$ cat config.mk
export PLATFORM = sky130hd
export DESIGN_NAME = serfifo_top
export DESIGN_NICKNAME = d
export VERILOG_FILES = /design/src/rtl/serfifo_pkg.sv /design/src/rtl/serfifo_store.sv /design/src/rtl/serfifo_tagcnt.sv /design/src/rtl/serfifo_top.sv
export SDC_FILE = /design/constraint.sdc
export NUM_CORES = 1
export LEC_CHECK = 0
export BUFFER_PORTS_ARGS = -buffer_cell sky130_fd_sc_hd__buf_2
export CAP_MARGIN = 20
export CORE_ASPECT_RATIO = 0.9
export CORE_MARGIN = 5
export CORE_UTILIZATION = 50
export CTS_CLUSTER_DIAMETER = 50
export DETAILED_ROUTE_END_ITERATION = 7
export PLACE_DENSITY = 0.67
export SYNTH_ARGS = -nofsm -noshare
export SYNTH_HDL_FRONTEND = slang
export SYNTH_SLANG_ARGS = --single-unit
$ cat constraint.sdc
create_clock -name clk -period 4.15 [get_ports clk]
set_input_delay 0.415 -clock clk [delete_from_list [all_inputs] [get_ports clk]]
set_output_delay 0.415 -clock clk [all_outputs]
set_load 0.02 [all_outputs]
$ cat src/rtl/serfifo_pkg.sv
package serfifo_pkg;
    localparam int unsigned BYTE_W = 8;
    localparam int unsigned TAG_W  = 2;   // bit 0 framing, bit 1 parity
    localparam int unsigned RXE_W  = BYTE_W + TAG_W;

    function automatic logic [7:0] rx_level(input logic [1:0] code);
        case (code)
            2'd0:    return 8'd1;
            2'd1:    return 8'd4;
            2'd2:    return 8'd8;
            default: return 8'd14;
        endcase
    endfunction

    function automatic logic [7:0] tx_level(input logic [1:0] code);
        case (code)
            2'd0:    return 8'd8;
            2'd1:    return 8'd4;
            2'd2:    return 8'd2;
            default: return 8'd1;
        endcase
    endfunction
endpackage

$ cat src/rtl/serfifo_store.sv
module serfifo_store #(
    parameter int unsigned W     = 8,
    parameter int unsigned DEPTH = 16,
    localparam int unsigned AW   = $clog2(DEPTH),
    localparam int unsigned CW   = $clog2(DEPTH + 1)
) (
    input  logic          clk,
    input  logic          rst_n,
    input  logic          push,
    input  logic          pop,
    input  logic          flush,
    input  logic [W-1:0]  wdata,
    output logic [W-1:0]  rdata,
    output logic [CW-1:0] count,
    output logic          push_ok,
    output logic          pop_ok
);
    typedef struct packed {
        logic [DEPTH-1:0][W-1:0] mem;
        logic [AW-1:0]           wp;
        logic [AW-1:0]           rp;
        logic [CW-1:0]           cnt;
    } st_t;

    st_t st_d, st_q;

    function automatic logic [AW-1:0] bump(input logic [AW-1:0] p);
        return (p == AW'(DEPTH - 1)) ? '0 : p + 1'b1;
    endfunction

    always_comb begin
        st_d    = st_q;
        pop_ok  = 1'b0;
        push_ok = 1'b0;
        if (flush) begin
            st_d.wp  = '0;
            st_d.rp  = '0;
            st_d.cnt = '0;
        end else begin
            pop_ok  = pop && (st_q.cnt != '0);
            push_ok = push && ((st_q.cnt != CW'(DEPTH)) || pop_ok);
            if (push_ok) begin
                st_d.mem[st_q.wp] = wdata;
                st_d.wp           = bump(st_q.wp);
            end
            if (pop_ok) begin
                st_d.rp = bump(st_q.rp);
            end
            st_d.cnt = st_q.cnt + CW'(push_ok) - CW'(pop_ok);
        end
    end

    always_ff @(posedge clk) begin
        if (!rst_n) st_q <= '0;
        else        st_q <= st_d;
    end

    assign rdata = st_q.mem[st_q.rp];
    assign count = st_q.cnt;

    p_cnt_bound_r1: assert property (@(posedge clk) disable iff (!rst_n)
        count <= CW'(DEPTH));
    p_no_overflow_r3: assert property (@(posedge clk) disable iff (!rst_n)
        (count == CW'(DEPTH) && push && !pop && !flush) |=> count == CW'(DEPTH));
    p_pair_keeps_r4: assert property (@(posedge clk) disable iff (!rst_n)
        (count != '0 && push && pop && !flush) |=> $stable(count));
    p_flush_empty_r10: assert property (@(posedge clk) disable iff (!rst_n)
        flush |=> count == '0);
endmodule

$ cat src/rtl/serfifo_tagcnt.sv
module serfifo_tagcnt #(
    parameter int unsigned CW   = 5,
    parameter int unsigned OUTW = 4
) (
    input  logic            clk,
    input  logic            rst_n,
    input  logic            inc,
    input  logic            dec,
    input  logic            clr,
    output logic [CW-1:0]   full_cnt,
    output logic [OUTW-1:0] sat_cnt
);
    localparam logic [CW-1:0] SAT_MAX = CW'((1 << OUTW) - 1);

    typedef struct packed {
        logic [CW-1:0] cnt;
    } st_t;

    st_t st_d, st_q;

    always_comb begin
        st_d = st_q;
        if (clr) st_d.cnt = '0;
        else     st_d.cnt = st_q.cnt + CW'(inc) - CW'(dec);
    end

    always_ff @(posedge clk) begin
        if (!rst_n) st_q <= '0;
        else        st_q <= st_d;
    end

    assign full_cnt = st_q.cnt;
    assign sat_cnt  = (st_q.cnt > SAT_MAX) ? SAT_MAX[OUTW-1:0] : st_q.cnt[OUTW-1:0];

    p_tag_clr_r11: assert property (@(posedge clk) disable iff (!rst_n)
        clr |=> sat_cnt == '0);
endmodule

$ cat src/rtl/serfifo_top.sv
module serfifo_top
    import serfifo_pkg::*;
#(
    parameter int unsigned DEPTH = 16,
    localparam int unsigned CW   = $clog2(DEPTH + 1)
) (
    input  logic        clk,
    input  logic        rst_n,
    input  logic        host_tx_wr,
    input  logic [7:0]  host_tx_data,
    input  logic        host_rx_rd,
    output logic [7:0]  host_rx_data,
    output logic        host_rx_perr,
    output logic        host_rx_ferr,
    input  logic        fr_tx_pop,
    output logic [7:0]  fr_tx_data,
    output logic        fr_tx_avail,
    input  logic        fr_rx_push,
    input  logic [7:0]  fr_rx_data,
    input  logic        fr_rx_perr,
    input  logic        fr_rx_ferr,
    input  logic [1:0]  cfg_rx_trig,
    input  logic [1:0]  cfg_tx_trig,
    input  logic [4:0]  cfg_rts_lvl,
    input  logic        cfg_flow_en,
    input  logic        cfg_loop,
    input  logic        tx_flush,
    input  logic        rx_flush,
    input  logic        ovr_clear,
    output logic        rx_full_flag,
    output logic        tx_empty_flag,
    output logic        rts_stop,
    output logic        ovr_flag,
    output logic [15:0] count_word,
    output logic [3:0]  perr_count,
    output logic [3:0]  ferr_count
);
    typedef struct packed {
        logic ovr;
    } top_st_t;

    top_st_t st_d, st_q;

    logic [BYTE_W-1:0] tx_head;
    logic [CW-1:0]     tx_cnt, rx_cnt;
    logic              tx_push_ok, tx_pop_ok, rx_push_ok, rx_pop_ok;
    logic              rx_push_src;
    logic [RXE_W-1:0]  rx_wdata, rx_head;
    logic [CW-1:0]     tag_full [TAG_W];
    logic [3:0]        tag_sat  [TAG_W];

    serfifo_store #(.W(BYTE_W), .DEPTH(DEPTH)) u_txq (
        .clk(clk), .rst_n(rst_n),
        .push(host_tx_wr), .pop(fr_tx_pop), .flush(tx_flush),
        .wdata(host_tx_data), .rdata(tx_head), .count(tx_cnt),
        .push_ok(tx_push_ok), .pop_ok(tx_pop_ok)
    );

    // Loopback: framer transmit pops feed the receive queue, tags clear.
    always_comb begin
        if (cfg_loop) begin
            rx_push_src = tx_pop_ok;
            rx_wdata    = {2'b00, tx_head};
        end else begin
            rx_push_src = fr_rx_push;
            rx_wdata    = {fr_rx_perr, fr_rx_ferr, fr_rx_data};
        end
    end

    serfifo_store #(.W(RXE_W), .DEPTH(DEPTH)) u_rxq (
        .clk(clk), .rst_n(rst_n),
        .push(rx_push_src), .pop(host_rx_rd), .flush(rx_flush),
        .wdata(rx_wdata), .rdata(rx_head), .count(rx_cnt),
        .push_ok(rx_push_ok), .pop_ok(rx_pop_ok)
    );

    for (genvar g = 0; g < TAG_W; g++) begin : g_tag
        serfifo_tagcnt #(.CW(CW), .OUTW(4)) u_cnt (
            .clk(clk), .rst_n(rst_n),
            .inc(rx_push_ok && rx_wdata[BYTE_W + g]),
            .dec(rx_pop_ok && rx_head[BYTE_W + g]),
            .clr(rx_flush),
            .full_cnt(tag_full[g]), .sat_cnt(tag_sat[g])
        );
    end

    always_comb begin
        st_d     = st_q;
        st_d.ovr = (st_q.ovr && !ovr_clear) || (rx_push_src && !rx_push_ok && !rx_flush);
    end

    always_ff @(posedge clk) begin
        if (!rst_n) st_q <= '0;
        else        st_q <= st_d;
    end

    always_comb begin
        count_word              = '0;
        count_word[8 +: CW]     = tx_cnt;
        count_word[0 +: CW]     = rx_cnt;
    end

    assign host_rx_data  = rx_head[BYTE_W-1:0];
    assign host_rx_ferr  = rx_head[BYTE_W];
    assign host_rx_perr  = rx_head[BYTE_W+1];
    assign fr_tx_data    = tx_head;
    assign fr_tx_avail   = (tx_cnt != '0);
    assign rx_full_flag  = 8'(rx_cnt) >= rx_level(cfg_rx_trig);
    assign tx_empty_flag = 8'(tx_cnt) <= tx_level(cfg_tx_trig);
    assign rts_stop      = cfg_flow_en && (8'(rx_cnt) > 8'(cfg_rts_lvl));
    assign ovr_flag      = st_q.ovr;
    assign ferr_count    = tag_sat[0];
    assign perr_count    = tag_sat[1];

    p_ovr_sticky_r3: assert property (@(posedge clk) disable iff (!rst_n)
        (ovr_flag && !ovr_clear) |=> ovr_flag);
    p_tag_le_fill_r9: assert property (@(posedge clk) disable iff (!rst_n)
        (tag_full[0] <= rx_cnt) && (tag_full[1] <= rx_cnt));
    p_rx_flush_r11: assert property (@(posedge clk) disable iff (!rst_n)
        rx_flush |=> (rx_cnt == '0 && perr_count == '0 && ferr_count == '0));
    p_loop_isolate_r12: assert property (@(posedge clk) disable iff (!rst_n)
        (cfg_loop && !fr_tx_pop && !host_rx_rd && !rx_flush) |=> $stable(rx_cnt));
endmodule

==> results of run 1 <==
-- through the flow --
step	setup WS (ns)	util, %
global placement	0.741	51.5
global route	0.435	55.7
detailed placement	0.709	51.5
floorplan	0.929	-
finish	0.646	55.7
CTS	0.652	55.7
-- how the worst min path moves through the flow --
stage	startpoint	to	slack, ns	cells after the start
4_1_cts	ovr_clear	ovr_flag$_SDFF_PN0_	0.20	3
5_1_grt	ovr_clear	ovr_flag$_SDFF_PN0_	0.23	3
3_5_place_dp	u_rxq.st_q[80]$_SDFFE_PN0P_	u_rxq.st_q[80]$_SDFFE_PN0P_	0.45	2
2_1_floorplan	u_rxq.st_q[159]$_SDFFE_PN0P_	u_rxq.st_q[159]$_SDFFE_PN0P_	0.43	2
3_3_place_gp	u_rxq.st_q[20]$_SDFFE_PN0P_	u_rxq.st_q[20]$_SDFFE_PN0P_	0.44	2
6_report	ovr_clear	ovr_flag$_SDFF_PN0_	0.23	3
-- layout make-up --
cell class / instances / area share (%)
Multi-Input combinational cell: 1079 / 48.9
Sequential cell: 325 / 36.6
Clock buffer: 55 / 6.56
Timing Repair Buffer: 95 / 3.01
Tap cell: 416 / 2.92
Inverter: 51 / 1.08
Clock inverter: 16 / 0.927
-- flip-flops by register name, indices dropped and copies added, names as in the netlist --
name	cells
ovr_flag	1
u_rxq.st_q	168
g_tag.u_cnt.full_cnt	10
u_rxq.count	5
u_txq.count	5
u_txq.st_q	136
-- critical path: cells and delay by family (launching register included) --
| family | cells | cell delay (ns) |
|---|---|---|
| AO/OA/AOI/OAI | 3 | 0.41 |
| XOR/XNOR | 1 | 0.15 |
| adder cells (fa/ha/maj) | 3 | 0.80 |
| buffers and inverters | 3 | 0.20 |
| flip-flops | 1 | 0.59 |
| multiplexers | 2 | 0.83 |
| AND/OR/NAND/NOR | 3 | 0.37 |
-- cell usage in the layout, fill, tap and decap left out, drive strengths merged, types with 11 or more instances in the layout --
cell type	n
inv	55
clkbuf	55
buf	95
ha	51
xor2	11
nand4	20
nand3	140
mux4	40
mux2i	202
o21ai	149
o21a	11
nand2	47
mux2	35
nor2	34
a21oi	37
o22ai	17
dfxtp	325
nor2b	184
-- power breakdown --
part           leakage [nW]  internal (W)  switching (W)
clock network         0.655       0.00211        0.00135
logic                  4.17      0.000514       0.000761
registers              2.62       0.00318      0.0000814
-- cell families after synthesis --
kind of cell,synth area share (%)
simple gates,17.3
flops,40.1
mux,20.4
compound gates,10.5
buf+inv,6.41
fa+ha+maj,4.42
xor+xnor,0.809
other cells,0.0231
-- layer usage --
layer / global-route usage, % / wire [µm]
met5: 0 / 7
met2: 32.8 / 17100
met3: 2.87 / 1760
met4: 4.56 / 630
met1: 29.9 / 18500
==> qor.yml, run 1 <==
status:
  status: "finished clean"
timing:
  setup_viol: 0
  report.final.hold_viol_count: 0
  final.min_clock_period_ns: 3.50
  fmax_mhz: 285
  rsz0062_at_grt: "false"
  min_period_over_period_pct: 84.4
  worst_pin_slew_ns: 1.12
  slew_violations: 0
  hold_slack_ns: 0.228
  relSlewSlack_pct: 25.3
  fin_skew_ns: 0.0156
  timing.setup.tns_ns: 0
cts:
  ctsResizeCount: 0
  hold_buffers: 0
  clk_latency_ns: 0.52
  cts_root_buf: "clkbuf_16"
  post_cts_buffers: 0
  cts_buffer_depth: 3
  clk_pin_slew_ns: 0.06
  cts_tree: "done"
  clock-sinks: 325
  htree_levels: 2
  cts_buffers: 39
worst_setup_path:
  reg2reg_depth: 15
  crit_start: "u_rxq.st_q[5]$_SDFFE_PP0P_"
  end_kind: "register"
  reg2reg_to: "g_tag[0].u_cnt.full_cnt[4]$_SDFF_PP0_"
  r2r_slack_ns: 0.65
  required_ns: 4.53
  crit_path_top_delay_cell: "dfxtp_2"
  critical_path.max_stage_delay_ns: 0.59
  crit_end: "g_tag[0].u_cnt.full_cnt[4]$_SDFF_PP0_"
  worstSetupPathType: "reg2reg"
  cp_max_fo: 16
  worstPathArrival_ns: 3.88
  reg2reg_from: "u_rxq.st_q[5]$_SDFFE_PP0P_"
  path_cells: "mux4_2 > mux2_2 > nand2_1 > o21ai_0 > nor3b_1 > ha_1 > inv_1 > ha_1 > inv_1 > fa_1 > inv_1 > a21o_1 > a21oi_1 > xor2_1 > nor2_1"
  crit_path_frequent_cell: "inv_1"
  cp-start-kind: "register"
drt:
  drtIter0Drc: 807
  ant_nets: 0
  drc: 0
  detail_route.wl_per_cell_um: 18.6
  wl_um: 37900
  vias: 11400
  via_per_inst: 5.59
  firstDrtPassIters: 5
place:
  dp.cells: 1966
  port_buffers: 78
  hpwlAfterDp_um: 25100
  place_congestion: 0.810
  place_area_um2: 16500
power_and_ir_drop:
  p_total_w: 0.00799
  peakVddDrop_mv: 0.378
  leakage_nw: 7.44
  power.density_nw_per_um2: 449
logic_synthesis:
  yosysMostFrequentCell: "dfxtp_1"
  synth_area_leader_cell: "dfxtp_1"
  netlist-cell-type-count: 59
  async_flop_share_pct: 0
  synth_edf_count: 0
  synth-main-ff-cell: "dfxtp_1"
  synthCells: 1588
  ys_ff_latch: 325
  syn_avg_cell_area_um2: 10.2
  netlist_area_um2: 16200
  yosysSeqAreaShare_pct: 40.1
  synthTopCellsByArea: "dfxtp_1 (40%), mux2i_1 (12%), nor2b_1 (7.1%), mux4_2 (5.6%), ha_1 (3.9%)"
  yosys.area.top_type_share_pct: 40.1
  synth_commonest_cells: "dfxtp_1 (325), mux2i_1 (202), nor2b_1 (184)"
  ys_warn_count: 0
cells_and_area:
  diodes: 0
  finalNetCount: 1684
  final_cell_area_um2: 17800
  area_growth_pct: 9.71
  multi_input_area_um2: 8710
  seqCellArea_um2: 6510
  fillCellCount: 2763
  drive_above_1_share_pct: 18.5
  stdcell_count: 2037
floorplan:
  die_h_um: 181
  core.rowCount: 62
  design.core.area_um2: 32000
  die_area_um2: 36200
  start_util_pct: 50.8
  die_w_um: 200
  pin_count: 85
global_route:
  grt_pass1_vias: 11300
  gr-total-overflow: 0
  grt_pass1_wl_um: 60700
  grt_antenna_before_repair: 1
  grt_usage_pct: 20.6
  grt_max_degree: 181
worst_hold_path:
  hp-class: "in2reg"
run:
  max-cap-violations: 0
Power figures use the tool's default switching activity.
==> inputs of run 2 (changes only) <==
==> constraint.sdc (replaced) <==
create_clock -name clk -period 3.35 [get_ports clk]
set_input_delay 0.335 -clock clk [delete_from_list [all_inputs] [get_ports clk]]
set_output_delay 0.335 -clock clk [all_outputs]
set_load 0.02 [all_outputs]
==> run 2 against run 1 <==
Against the previous run:
- worst setup slack got worse by 0.44 ns
- clock-buffer cell count decreased by 4
- routed wire length increased by 0.92%
- worst hold slack got worse by 0.073 ns
- clock skew increased by 0.0034 ns
- highest routed layer unchanged
- core utilization about the same
- sequential share of layout area about the same
- final cell count increased by 0.49%
- largest cell class unchanged
- critical path type is now reg2out
==> qor.yml, run 2 (same netlist as run 1, synthesis figures left out) <==
timing:
  fmax_mhz: 318
  relSlewSlack_pct: 44.3
  setup_viol: 0
  timing.setup.tns_ns: 0
  min_period_over_period_pct: 93.8
  slew_violations: 0
  fin_skew_ns: 0.0190
  worst_pin_slew_ns: 0.833
  report.final.hold_viol_count: 0
  rsz0062_at_grt: "false"
  hold_slack_ns: 0.154
  timing.final.ws_setup_ns: 0.208
  final.min_clock_period_ns: 3.14
floorplan:
  start_util_pct: 50.8
  die_w_um: 200
  core.rowCount: 62
  die_area_um2: 36200
  pin_count: 85
  design.core.area_um2: 32000
  die_h_um: 181
cells_and_area:
  layout_commonest_cell: "dfxtp_1"
  stdcell_count: 2047
  final_cell_mix: "dfxtp_1 (322), mux2i_1 (202), nor2b_1 (184)"
  diodes: 0
  area_growth_pct: 9.79
  fillCellCount: 2765
  multi_input_area_um2: 8710
  drive_above_1_share_pct: 19.0
  seqCellArea_um2: 6510
  regMostFlops: "u_rxq.st_q"
  largest_reg_flops: 168
  finalNetCount: 1699
cts:
  clock-sinks: 325
  clk_pin_slew_ns: 0.06
  htree_levels: 2
  clk_latency_ns: 0.52
  cts_root_buf: "clkbuf_16"
  cts_buffer_depth: 3
  hold_buffers: 0
  cts_buffers: 37
  cts_tree: "done"
drt:
  ant_nets: 0
  firstDrtPassIters: 5
  vias: 11400
  via_per_inst: 5.59
  wl_um: 38300
  drc: 0
  drtIter0Drc: 820
  detail_route.wl_per_cell_um: 18.7
worst_setup_path:
  critPathTopFamily: "buffers and inverters"
  critical_path.max_stage_delay_ns: 0.58
  crit_path_frequent_cell: "buf_4"
  worstSetupPathType: "reg2out"
  required_ns: 3.01
  worstPathArrival_ns: 2.81
  crit_buf_inv: 3
  end_kind: "output port"
  path_cells: "buf_4 > buf_4 > mux4_2 > nor2b_1 > a211oi_1 > a21oi_1 > buf_2"
  cp-start-kind: "register"
  crit_path_top_delay_cell: "mux4_2"
  cp_max_fo: 21
power_and_ir_drop:
  peakVddDrop_mv: 0.429
  leakage_nw: 7.46
  power.density_nw_per_um2: 539
global_route:
  gr-total-overflow: 0
  grt_pass1_wl_um: 61300
  grt_usage_pct: 20.8
  grt_pass1_vias: 11300
  grt_antenna_before_repair: 1
  grt_max_degree: 153
place:
  dpl_worst_slack_ns: 0.140
  port_buffers: 78
  place_congestion: 0.798
  dp.cells: 1982
  hpwlAfterDp_um: 25600
worst_hold_path:
  hp-class: "in2reg"
status:
  status: "finished clean"
run:
  max-cap-violations: 0
## run 2: changes by cell type in the layout (fill, tap and decap cells not counted), moves of 2 or more
cell / previous run / this run
clkinv_4: 4 / 1
clkbuf_16: 41 / 39
clkbuf_8: 9 / 7
buf_4: 16 / 32
## run 2: report_power, final
part	internal, W	total (W)	switching (W)
clock network	0.00236	0.00395	0.00159
registers	0.00394	0.00402	0.0000819
logic	0.000664	0.00164	0.000980
total	0.00696	0.00961	0.00265
## run 2: stage by stage
stage / cell area (µm²) / utilization, % / power (W)
detailed placement: 16600 / 52.0 / 0.00575
global placement: 16600 / 52.0 / 0.00571
floorplan: 16200 / - / 0.00539
global route: 17800 / 55.8 / 0.0101
CTS: 17800 / 55.7 / 0.00971
finish: 17800 / 55.8 / 0.00961
## run 2: path summary, 6_finish.rpt
check,end,cells past startpoint,from,slack [ns]
max reg2reg,g_tag[0].u_cnt.full_cnt[4]$_SDFF_PP0_,15,u_rxq.st_q[5]$_SDFFE_PP0P_,0.21
max,host_rx_data[7],7,u_rxq.st_q[5]$_SDFFE_PP0P_,0.21
min,ovr_flag$_SDFF_PN0_,3,ovr_clear,0.15
min reg2reg,u_rxq.st_q[20]$_SDFFE_PN0P_,2,u_rxq.st_q[20]$_SDFFE_PN0P_,0.46
## run 2: layer usage
| metal | vias to the layer above | share of wire (%) | wire (µm) | global-route usage [%] |
|---|---|---|---|---|
| met5 | - | 0.034 | 13 | 0 |
| met2 | 215 | 46 | 17500 | 32.7 |
| met1 | 5514 | 47 | 18200 | 29.7 |
| met3 | 56 | 4.9 | 1880 | 3.97 |
| li1 | 5652 | - | - | - |
| met4 | 2 | 2.0 | 777 | 4.59 |
## run 2: timing repair
item                                    in CTS  in global routing
endpoints found under the setup margin       0                  4
resized for setup                            0                  2
setup buffers                                0                  1
## run 2: final cells by class
cell class | count | area share, %
multi-input cells | 1079 | 48.9
flip-flops and latches | 325 | 36.5
clock buffers | 51 | 6.12
repair buffers | 112 | 3.80
well taps | 416 | 2.92
inverters | 51 | 1.07
clock inverters | 13 | 0.632
## run 2: worst register-to-register path: stages, from the launching register on
cell     delay (ns)
dfxtp_4        0.42
buf_4          0.18
mux4_2         0.50
mux2i_1        0.19
o21ai_1        0.14
nor3b_1        0.18
ha_1           0.29
inv_1          0.07
ha_1           0.16
inv_1          0.06
fa_1           0.35
inv_1          0.10
a21o_1         0.12
a21oi_1        0.07
xor2_1         0.14
nor2_1         0.05
==> inputs of run 3 (changes only) <==
==> constraint.sdc (replaced) <==
create_clock -name clk -period 3.3 [get_ports clk]
set_input_delay 0.33 -clock clk [delete_from_list [all_inputs] [get_ports clk]]
set_output_delay 0.33 -clock clk [all_outputs]
set_load 0.02 [all_outputs]
==> run 3 against run 2 <==
Against the previous run:
- via count grew 0.73%
- sequential power grew 1%
- first-iteration DRC count shrank 6.2%
- routed wire length is the same
- sequential cell count is the same
- worst hold slack lost 0.00070 ns
- die area is the same
- global-route usage grew 0.085 points
- sequential share of layout area shrank 0.32 points
- register-to-register slack lost 0.05 ns
- clock skew shrank 0.0081 ns
- design area grew 0.88%
==> qor.yml, run 3 (same netlist as run 1, synthesis figures left out) <==
status:
  status: "finished clean"
cts:
  cts_buffer_depth: 3
  clk_pin_slew_ns: 0.06
  cts_root_buf: "clkbuf_16"
  clk_latency_ns: 0.53
  clock-sinks: 325
  cts_tree: "done"
  htree_levels: 2
  cts_buffers: 39
cells_and_area:
  diodes: 0
  drive_above_1_share_pct: 19.1
  largest_reg_flops: 168
  final_cell_mix: "dfxtp_1 (322), mux2i_1 (202), nor2b_1 (184)"
  area_growth_pct: 10.8
  layout_commonest_cell: "dfxtp_1"
  finalNetCount: 1702
  fillCellCount: 2789
  regMostFlops: "u_rxq.st_q"
  stdcell_count: 2055
place:
  dpl_worst_slack_ns: 0.126
  place_congestion: 0.814
  port_buffers: 78
  hpwlAfterDp_um: 25000
  dp.cells: 1983
floorplan:
  die_area_um2: 36200
  die_h_um: 181
  pin_count: 85
  die_w_um: 200
  design.core.area_um2: 32000
  start_util_pct: 50.8
  core.rowCount: 62
drt:
  firstDrtPassIters: 5
  wl_um: 38300
  drc: 0
  via_per_inst: 5.61
  ant_nets: 0
  detail_route.wl_per_cell_um: 18.6
  vias: 11500
  drtIter0Drc: 769
global_route:
  grt_max_degree: 147
  grt_pass1_vias: 11100
  grt_antenna_before_repair: 0
  grt_usage_pct: 20.8
  grt_pass1_wl_um: 61300
  gr-total-overflow: 0
worst_setup_path:
  required_ns: 2.97
  reg2reg_depth: 15
  path_cells: "nand2_1 > o22ai_1 > a221oi_1 > nand2_1 > o31ai_1 > buf_2"
  critical_path.max_stage_delay_ns: 0.65
  cp_max_fo: 16
  end_kind: "output port"
  crit_path_frequent_cell: "nand2_1"
  crit_cells: 6
  crit_buf_inv: 1
  r2r_slack_ns: 0.16
  worstPathArrival_ns: 2.83
  crit_path_top_delay_cell: "nand2_1"
  worstSetupPathType: "reg2out"
  critPathTopFamily: "compound AO/OA/AOI/OAI gates"
  cp-start-kind: "register"
timing:
  relSlewSlack_pct: 43.6
  worst_pin_slew_ns: 0.843
  fin_skew_ns: 0.0109
  timing.final.ws_setup_ns: 0.145
  setup_viol: 0
  rsz0062_at_grt: "false"
  report.final.hold_viol_count: 0
  fmax_mhz: 317
  final.min_clock_period_ns: 3.16
  timing.setup.tns_ns: 0
  min_period_over_period_pct: 95.6
  slew_violations: 0
power_and_ir_drop:
  switching_share_pct: 26.9
  combinationalPowerShare_pct: 16.4
  power.switching_w: 0.00274
  power.internal_w: 0.00744
  power_frac_seq_pct: 40.0
  peakVddDrop_mv: 0.483
  power.density_nw_per_um2: 566
  leakage_nw: 7.53
  p_clk_share_pct: 43.5
worst_hold_path:
  hold-path-cell-count: 3
  hp-class: "in2reg"
run:
  max-cap-violations: 0
## run 3: layer usage
metal  share of wire [%]  vias up  global-route usage, %
met5                   0        -                      0
met4                 2.5        0                   6.09
met3                 5.1       60                   3.15
met2                  44      254                   31.4
met1                  48     5536                   31.0
li1                    -     5672                      -
## run 3: power groups by stage
stage	combinational, W	sequential (W)	clock [W]
2_1_floorplan	0.00134	0.00414	0
3_3_place_gp	0.00164	0.00416	0
3_5_place_dp	0.00167	0.00416	0
4_1_cts	0.00168	0.00407	0.00451
5_1_grt	0.00186	0.00408	0.00469
6_report	0.00167	0.00407	0.00443
## run 3: final timing paths
check,startpoint,end
max reg2reg,u_rxq.st_q[5]$_SDFFE_PP0P_,g_tag[0].u_cnt.full_cnt[4]$_SDFF_PP0_
max,u_txq.st_q[7]$_SDFFE_PP0N_,fr_tx_data[4]
min reg2reg,u_rxq.st_q[20]$_SDFFE_PN0P_,u_rxq.st_q[20]$_SDFFE_PN0P_
min,ovr_clear,ovr_flag$_SDFF_PN0_
## run 3: timing repair
| item | CTS | global route |
|---|---|---|
| setup buffers | 0 | 1 |
| setup endpoints to repair | 0 | 4 |
| gates resized for setup | 0 | 4 |
| hold buffers | 0 | 0 |
## run 3: final cells by class
cell class                      count  area [µm²]  area share (%)
Clock buffer                       57        1120            6.26
Clock inverter                     14         223            1.24
Tap cell                          416         520            2.90
Multi-Input combinational cell   1079        8720            48.5
Inverter                           51         191            1.06
Timing Repair Buffer              113         688            3.83
Sequential cell                   325        6510            36.2
## run 3: metrics by stage
stage                     hold WS [ns]  power, W  utilization [%]  instance area (µm²)
after floorplan                  0.434   0.00547                -                16200
after global placement           0.442   0.00579             52.0                16600
after detailed placement         0.447   0.00583             52.0                16600
after CTS                        0.136    0.0103             56.2                18000
after global routing             0.147    0.0106             56.2                18000
final                            0.153    0.0102             56.2                18000
## run 3: worst min-delay path, delay by kind of cell
kind	cells	cell delay (ns)
AOI/OAI and AO/OA	1	0.06
and+or+nand+nor	1	0.14
buffers and inverters	1	0.09
